$ cat config.mk
export PLATFORM = sky130hd
export DESIGN_NAME = threshold_watch
export DESIGN_NICKNAME = d
export VERILOG_FILES = /design/src/rtl/threshold_watch.sv
export SDC_FILE = /design/constraint.sdc
export NUM_CORES = 1
export LEC_CHECK = 0
export ABC_AREA = 1
export BUFFER_PORTS_ARGS = -buffer_cell sky130_fd_sc_hd__clkbuf_2
export CAP_MARGIN = 20
export CORE_ASPECT_RATIO = 1.1
export CORE_MARGIN = 1
export CORE_UTILIZATION = 55
export DETAILED_ROUTE_END_ITERATION = 7
export PLACE_DENSITY = 0.84
export RECOVER_POWER = 50
export SYNTH_ARGS = -nofsm -noshare
export SYNTH_HDL_FRONTEND = slang
export SYNTH_SLANG_ARGS = --single-unit
$ cat constraint.sdc
create_clock -name clk -period 4.65 [get_ports clk]
set_input_delay 1.1625 -clock clk [delete_from_list [all_inputs] [get_ports clk]]
set_output_delay 1.1625 -clock clk [all_outputs]
set_load 0.02 [all_outputs]
$ cat src/rtl/threshold_watch.sv
module threshold_watch #(
  parameter int DATA_W = 32
) (
  input  logic              clk,
  input  logic              rst_n,
  input  logic              smp_valid,
  input  logic [1:0]        smp_chan,
  input  logic [DATA_W-1:0] smp_data,
  input  logic              reg_wr,
  input  logic              reg_rd,
  input  logic [1:0]        reg_addr,
  input  logic [15:0]       reg_wdata,
  output logic [15:0]       reg_rdata,
  output logic              irq
);
  localparam int CMP_W  = (DATA_W > 35) ? DATA_W : 35;
  localparam int CNT_W  = 4;
  localparam logic [CNT_W-1:0] CNT_MAX = 4'd8;

  logic [15:0] bound_lo, bound_hi;
  logic [7:0]  cfg;
  logic        flag_lo, flag_hi, arrived;
  logic [CNT_W-1:0] run_lo, run_hi;

  wire [1:0] fault_code = cfg[1:0];
  wire [1:0] chan_sel   = cfg[3:2];
  wire       latch_on   = cfg[4];
  wire       active_hi  = cfg[5];
  wire [1:0] irq_src    = cfg[7:6];

  wire [CMP_W-1:0] lim_lo = CMP_W'(bound_lo[11:0]) << (5'd8 + {1'b0, bound_lo[15:12]});
  wire [CMP_W-1:0] lim_hi = CMP_W'(bound_hi[11:0]) << (5'd8 + {1'b0, bound_hi[15:12]});
  wire [CMP_W-1:0] smp_ext = CMP_W'(smp_data);

  wire sel_hit = smp_valid && (smp_chan == chan_sel);
  wire viol_lo = smp_ext < lim_lo;
  wire viol_hi = smp_ext > lim_hi;

  wire [CNT_W-1:0] need = CNT_W'(1) << fault_code;
  wire [CNT_W-1:0] run_lo_nx = viol_lo ? ((run_lo == CNT_MAX) ? CNT_MAX : run_lo + 1'b1) : '0;
  wire [CNT_W-1:0] run_hi_nx = viol_hi ? ((run_hi == CNT_MAX) ? CNT_MAX : run_hi + 1'b1) : '0;
  wire hit_lo = viol_lo && (run_lo_nx >= need);
  wire hit_hi = viol_hi && (run_hi_nx >= need);

  wire rd_clr   = reg_rd && (reg_addr == 2'd2);
  wire cfg_wr   = reg_wr && (reg_addr != 2'd3);
  wire arr_set  = (irq_src == 2'd1) ? smp_valid :
                  (irq_src == 2'd3) ? (smp_valid && smp_chan == 2'd3) : 1'b0;

  always_ff @(posedge clk or negedge rst_n) begin
    if (!rst_n) begin
      bound_lo <= 16'h0000;
      bound_hi <= 16'hFFFF;
      cfg      <= 8'h00;
    end else if (reg_wr) begin
      case (reg_addr)
        2'd0: bound_lo <= reg_wdata;
        2'd1: bound_hi <= reg_wdata;
        2'd2: cfg      <= reg_wdata[7:0];
        default: ;
      endcase
    end
  end

  always_ff @(posedge clk or negedge rst_n) begin
    if (!rst_n) begin
      run_lo <= '0;
      run_hi <= '0;
    end else if (cfg_wr) begin
      run_lo <= '0;
      run_hi <= '0;
    end else if (sel_hit) begin
      run_lo <= run_lo_nx;
      run_hi <= run_hi_nx;
    end
  end

  always_ff @(posedge clk or negedge rst_n) begin
    if (!rst_n) begin
      flag_lo <= 1'b0;
      flag_hi <= 1'b0;
      arrived <= 1'b0;
    end else begin
      if (sel_hit && !latch_on) begin
        flag_lo <= hit_lo;
        flag_hi <= hit_hi;
      end else begin
        flag_lo <= (flag_lo && !rd_clr) || (sel_hit && hit_lo);
        flag_hi <= (flag_hi && !rd_clr) || (sel_hit && hit_hi);
      end
      arrived <= (arrived && !rd_clr) || arr_set;
    end
  end

  logic irq_act;
  always_comb begin
    case (irq_src)
      2'd0:    irq_act = flag_lo || flag_hi;
      2'd1,
      2'd3:    irq_act = arrived;
      default: irq_act = 1'b0;
    endcase
  end
  assign irq = active_hi ? irq_act : !irq_act;

  always_comb begin
    case (reg_addr)
      2'd0:    reg_rdata = bound_lo;
      2'd1:    reg_rdata = bound_hi;
      2'd2:    reg_rdata = {8'h00, cfg};
      default: reg_rdata = {13'h0000, arrived, flag_hi, flag_lo};
    endcase
  end


  foreign_chan_chk: assert property (@(posedge clk) disable iff (!rst_n)
    (smp_valid && smp_chan != chan_sel && !rd_clr) |=> ($stable(flag_lo) && $stable(flag_hi)));


  latch_hold_chk: assert property (@(posedge clk) disable iff (!rst_n)
    (latch_on && flag_lo && !rd_clr) |=> flag_lo);


  clear_chk: assert property (@(posedge clk) disable iff (!rst_n)
    (rd_clr && !smp_valid) |=> (!flag_lo && !flag_hi && !arrived));


  flag_rise_chk: assert property (@(posedge clk) disable iff (!rst_n)
    ($rose(flag_lo) || $rose(flag_hi)) |-> $past(sel_hit));


  run_bound_chk: assert property (@(posedge clk) disable iff (!rst_n)
    (run_lo <= CNT_MAX) && (run_hi <= CNT_MAX));


  arrive_rise_chk: assert property (@(posedge clk) disable iff (!rst_n)
    $rose(arrived) |-> $past(smp_valid));
endmodule

==> impl_metrics.json, run 1 <==
{
  "switching_share_pct": 44.4,
  "path_clk_slew_ps": 100,
  "place_area_sq_mm": 0.00559,
  "critPathMaxStageDelay_ps": 690,
  "ios": 74,
  "cp-start-kind": "register",
  "crit_required_ps": 4840,
  "dp_hpwl_mm": 11.4,
  "setup-tns-final_ps": 0,
  "drt_iter0_drc": 462,
  "relSlewSlack_pct": -26.1,
  "root_buffer": "clkbuf_8",
  "start_util_pct": 57.7,
  "cp-startpoint": "bound_lo[14]",
  "die_h_microns": 104,
  "ys_seq_elements": 51,
  "reg2reg_from": "bound_lo[14]",
  "period_minus_slack_ps": 4110,
  "drt-pass1-iter-count": 6,
  "synth_edf_count": 0,
  "hold_viol": 0,
  "cts_sinks": 51,
  "diodes": 0,
  "track_usage_pct": 29.2,
  "globalRoute.totalOverflow": 0,
  "coreArea_sq_mm": 0.00905,
  "yosysWarnings": 0,
  "place_ws_ps": 661,
  "avgSynthCellArea_sq_um": 6.56,
  "drive_gt1_share_pct": 14.7,
  "path_buf_inv": 2,
  "outcome": "finished, violations left",
  "drv_slew": 36,
  "finClkSkew_ps": 5.88,
  "crit_arrival_ps": 4300,
  "insertion_delay_ps": 300,
  "power.internal_w": 0.00108,
  "nFillCells": 881,
  "rows": 36,
  "holdWs_ps": 493,
  "worstPathCellList": "clkinv_1 > nor2_1 > a31oi_1 > or2_2 > ha_1 > nand2_1 > inv_1 > nand2_1 > nor2_1 > nand2_1 > nor2_1 > nand3_2 > nand2_4 > nor2_1 > ha_1 > a21boi_0 > o21ai_0 > a21boi_0 > o21ai_0 > o21ai_2",
  "rsz0062_at_grt": "false",
  "hold_path.class": "register to register",
  "slowest_stage": "dfrtp_1",
  "htree_levels": 2,
  "synth.yosys.seq_area_share_pct": 24.8,
  "fp.dieW_microns": 94.9,
  "post_cts_resized": 0,
  "grt_pass1_wl_mm": 23.0,
  "fin_crit_sh_pct": 88.3,
  "globalplace.congestion": 0.915,
  "io_buffer_count": 73,
  "numCtsBuffers": 5,
  "syn_area_sq_mm": 0.00522,
  "max_freq_mhz": 244,
  "design_area_sq_mm": 0.00572,
  "cp_top_family": "simple AND/OR/NAND/NOR gates",
  "synthArstFlopShare_pct": 100,
  "cts_tree": "yes",
  "maxCapViolations": 1,
  "antenna_left": 0,
  "p_switching_w": 0.000860,
  "cp-end-kind": "register",
  "final_util_pct": 63.2,
  "viasPerCell": 5.59,
  "dr_total_vias": 5393,
  "cts_hold_buf": 0,
  "clock_power_share_pct": 19.0,
  "grt_pass1_vias": 4865,
  "post_drt_wl_per_cell_microns": 14.5,
  "synth_flop_cell": "dfrtp_1",
  "floorplan.die_area_sq_mm": 0.00989,
  "seqPwrFrac_pct": 32.7,
  "yosysMostFrequentCell": "nand2_1",
  "vdd_ir_drop_max_uv": 219,
  "path_class": "register to register",
  "grt_max_degree": 36,
  "worst_path_most_repeated_cell": "nor2_1",
  "power.leakage_nw": 2.94,
  "netlist.area_leader.share_pct": 18.4,
  "crit_fanout": 19,
  "netlist_top_cells_area": "nand2_1, dfrtp_1, ha_1",
  "synth_cell_types": 45,
  "clock_path_buffers": 2,
  "setup_viol_count_final": 0,
  "totalWireLength_mm": 14.0,
  "drc": 0,
  "tightest_slew_ps": 1890,
  "power_density_mw_per_mm2": 338,
  "post-synth-top-area-cell": "nand2_1",
  "r2r_slack_ps": 540,
  "hp-start": "bound_lo[8]",
  "synthCells": 796,
  "antenna_found_initial": 0,
  "area_delta_synth_final_pct": 9.63,
  "fin_ws_ps": 544,
  "synthTopCellsByCount": "nand2_1, o21ai_0, inv_1",
  "num-nets-final": 969,
  "cts_setup_buffers": 0,
  "violations": "max-capacitance violations, max-slew violations",
  "combPwrFrac_pct": 48.3
}
==> cells by family after synthesis <==
kind of cell    after synthesis  synth area share (%)
compound gates              180                  19.0
xor+xnor                      4                 0.671
fa+ha+maj                    62                  14.9
buf+inv                     115                  9.27
flops                        51                  24.8
mux                           2                 0.383
other cells                   1                0.0718
simple gates                381                  31.0
==> final timing paths <==
path                                to  cells past startpoint
setup / recovery               flag_lo                     20
hold reg to reg            bound_lo[8]                      2
max in group asynchronous      flag_lo                      2
min in group asynchronous  bound_lo[9]                      1
setup reg to reg               flag_lo                     20
hold / removal             bound_lo[8]                      2
==> routing by layer <==
layer	part of all wire (%)	up-vias	GRT usage (%)
met3	4.8	34	2.70
met1	45	2401	40.0
met5	0	-	0
met4	3.3	0	9.96
li1	-	2759	-
met2	47	199	47.7
==> cell type report <==
class | count | area, sq um | share of cell area, %
clock inverters | 3 | 67.6 | 1.18
clock buffers | 5 | 68.8 | 1.20
well taps | 114 | 143 | 2.49
repair buffers | 77 | 389 | 6.80
multi-input cells | 631 | 3440 | 60.2
inverters | 84 | 315 | 5.51
flip-flops and latches | 51 | 1300 | 22.6
==> power groups by stage <==
stage / clock, W / sequential, W / combinational [W]
floorplan: 0 / 0.000578 / 0.000724
finish: 0.000368 / 0.000632 / 0.000935
detailed placement: 0 / 0.000636 / 0.000923
global placement: 0 / 0.000637 / 0.000899
CTS: 0.000369 / 0.000629 / 0.000927
global route: 0.000387 / 0.000645 / 0.00107
==> sequential cells by signal, summed over array words and instances, names as in the netlist <==
name,count
flag_hi,1
bound_lo,16
cfg,8
run_lo,4
arrived,1
run_hi,4
bound_hi,16
flag_lo,1
==> layout by cell type (no fill, tap or decap), types with 5 or more instances in the layout <==
cell type	n
o221ai_1	5
o22ai_1	7
nor2_1	40
dfrtp_1	35
inv_1	77
ha_1	62
a21oi_1	25
clkbuf_2	71
nand4_1	18
dfstp_2	16
nand3_1	40
nand2_1	256
or2_2	8
o21ai_0	115
clkbuf_8	5
o21ai_1	6
inv_2	5
==> worst register-to-register path: stages, from the launching register on <==
cell      delay [ps]
dfrtp_1          690
clkinv_1         540
nor2_1           220
a31oi_1           80
or2_2            320
ha_1             270
nand2_1           50
inv_1             50
nand2_1           40
nor2_1           130
nand2_1           70
nor2_1           200
nand3_2          210
nand2_4          150
nor2_1            50
ha_1             250
a21boi_0         120
o21ai_0          130
a21boi_0         100
o21ai_0          230
o21ai_2           90
==> through the flow <==
| step | instances | power [W] |
|---|---|---|
| after detailed placement | 957 | 0.00156 |
| after global placement | 957 | 0.00154 |
| after floorplan | 797 | 0.00130 |
| final | 965 | 0.00194 |
| after global routing | 965 | 0.00210 |
| after CTS | 965 | 0.00193 |
No activity file was read; power rests on OpenSTA's default activity.
==> run 2, diff against run 1 <==
--- a/config.mk
+++ b/config.mk
@@ -13,7 +13,6 @@
 export CORE_UTILIZATION = 55
 export DETAILED_ROUTE_END_ITERATION = 7
 export PLACE_DENSITY = 0.84
-export RECOVER_POWER = 50
 export SYNTH_ARGS = -nofsm -noshare
 export SYNTH_HDL_FRONTEND = slang
 export SYNTH_SLANG_ARGS = --single-unit
==> run 2 against run 1 <==
Net effect: the flow now finishes without violations; critical endpoint unchanged; global-route usage did not move; non-clock buffer count is the same; wire length is essentially flat; critical path depth unchanged; clock-buffer cell count did not move; highest routed layer unchanged; largest cell class unchanged; cell count did not move; via count hardly changed; sequential power is essentially flat; clock power hardly changed; worst setup slack better by 8.8 ps; fmax increased by 0.22%.
==> impl_metrics.json, run 2 (synthesis results as in run 1) <==
{
  "outcome": "finished, final reports clean",
  "switching_share_pct": 44.4,
  "cts_setup_buffers": 0,
  "path_class": "register to register",
  "track_usage_pct": 29.2,
  "cts_sinks": 51,
  "viasPerCell": 5.59,
  "totalWireLength_mm": 14.0,
  "final_common_cell": "nand2_1",
  "dp_hpwl_mm": 11.4,
  "max_freq_mhz": 244,
  "fp.dieW_microns": 94.9,
  "place_ws_ps": 661,
  "crit_required_ps": 4850,
  "rows": 36,
  "cp-start-kind": "register",
  "fin_ws_ps": 553,
  "dr_total_vias": 5395,
  "path_clk_slew_ps": 100,
  "post_drt_wl_per_cell_microns": 14.5,
  "cp_top_family": "simple AND/OR/NAND/NOR gates",
  "place_area_sq_mm": 0.00559,
  "drive_gt1_share_pct": 15.0,
  "cp-end-kind": "register",
  "finClkSkew_ps": 4.61,
  "globalRoute.totalOverflow": 0,
  "num-nets-final": 969,
  "area_delta_synth_final_pct": 9.75,
  "post_cts_resized": 0,
  "coreArea_sq_mm": 0.00905,
  "insertion_delay_ps": 300,
  "power.leakage_nw": 2.94,
  "hold_path.class": "register to register",
  "grt_pass1_vias": 4865,
  "numCtsBuffers": 5,
  "power_density_mw_per_mm2": 338,
  "worst_path_most_repeated_cell": "nor2_1",
  "diodes": 0,
  "clock_power_share_pct": 19.0,
  "htree_levels": 2,
  "slowest_stage": "dfrtp_1",
  "setup_viol_count_final": 0,
  "die_h_microns": 104,
  "drc": 0,
  "antenna_found_initial": 0,
  "cts_tree": "yes",
  "setup-tns-final_ps": 0,
  "drt-pass1-iter-count": 5,
  "maxCapViolations": 0,
  "io_buffer_count": 73,
  "design_area_sq_mm": 0.00573,
  "holdWs_ps": 493,
  "tightest_slew_ps": 942,
  "antenna_left": 0,
  "start_util_pct": 57.7,
  "crit_fanout": 19,
  "critPathMaxStageDelay_ps": 690,
  "floorplan.die_area_sq_mm": 0.00989,
  "hold_viol": 0,
  "grt_pass1_wl_mm": 23.0,
  "fin_crit_sh_pct": 88.1,
  "cts_hold_buf": 0,
  "path_buf_inv": 2,
  "power.internal_w": 0.00108,
  "crit_arrival_ps": 4290,
  "top_regs": "bound_hi x16, bound_lo x16, cfg x8",
  "grt_max_degree": 36,
  "clock_path_buffers": 2,
  "rsz0062_at_grt": "false",
  "root_buffer": "clkbuf_8",
  "layout_common_cells": "nand2_1, o21ai_0, inv_1",
  "ios": 74,
  "globalplace.congestion": 0.915,
  "period_minus_slack_ps": 4100,
  "relSlewSlack_pct": 37.0,
  "vdd_ir_drop_max_uv": 217,
  "drt_iter0_drc": 462,
  "combPwrFrac_pct": 48.3,
  "nFillCells": 880,
  "p_switching_w": 0.000861,
  "drv_slew": 0,
  "seqPwrFrac_pct": 32.7,
  "worstPathCellList": "clkinv_1 > nor2_1 > a31oi_1 > or2_2 > ha_1 > nand2_1 > inv_1 > nand2_1 > nor2_1 > nand2_1 > nor2_1 > nand3_2 > nand2_4 > nor2_1 > ha_1 > a21boi_0 > o21ai_0 > a21boi_0 > o21ai_0 > o21ai_2"
}
-- run 2: power by group through the flow --
stage          Combinational (W)  Sequential, W  Clock [W]
2_1_floorplan           0.000724       0.000578          0
3_3_place_gp            0.000899       0.000637          0
3_5_place_dp            0.000923       0.000636          0
4_1_cts                 0.000927       0.000629   0.000369
5_1_grt                  0.00107       0.000645   0.000387
6_report                0.000936       0.000633   0.000368
-- run 2: cell type report --
class / count / area, sq um / share of cell area [%]
Sequential cell: 51 / 1300 / 22.6
Multi-Input combinational cell: 631 / 3440 / 60.1
Tap cell: 114 / 143 / 2.49
Clock inverter: 3 / 67.6 / 1.18
Inverter: 84 / 315 / 5.50
Clock buffer: 5 / 68.8 / 1.20
Timing Repair Buffer: 77 / 395 / 6.90
-- run 2: worst register-to-register path, stage by stage (launching register included) --
cell and delay [ps]:
dfrtp_1 690, clkinv_1 530, nor2_1 220, a31oi_1 80, or2_2 320, ha_1 270
nand2_1 50, inv_1 50, nand2_1 40, nor2_1 130, nand2_1 70, nor2_1 200
nand3_2 210, nand2_4 150, nor2_1 50, ha_1 250, a21boi_0 120, o21ai_0 130
a21boi_0 100, o21ai_0 230, o21ai_2 90
-- run 2: worst paths after layout --
check	startpoint	end	slack, ps	cells past startpoint
setup / recovery	bound_lo[14]	flag_lo	550	20
hold / removal	bound_lo[8]	bound_lo[8]	490	2
setup reg to reg	bound_lo[14]	flag_lo	550	20
hold reg to reg	bound_lo[8]	bound_lo[8]	490	2
max in group asynchronous	rst_n	bound_hi[0]	2860	2
min in group asynchronous	rst_n	bound_lo[11]	960	1
-- run 2: metrics by stage --
| stage | total power [W] | util [%] | std cells |
|---|---|---|---|
| finish | 0.00194 | 63.3 | 965 |
| floorplan | 0.00130 | - | 797 |
| global placement | 0.00154 | 61.8 | 957 |
| detailed placement | 0.00156 | 61.8 | 957 |
| CTS | 0.00193 | 63.3 | 965 |
| global route | 0.00210 | 63.3 | 965 |
-- run 2: metal layers --
metal	vias to the layer above	global-route usage, %	share of wire [%]
met5	-	0	0
met2	204	47.7	47
li1	2760	-	-
met1	2395	40.0	44
met3	36	2.70	5.2
met4	0	9.96	3.3
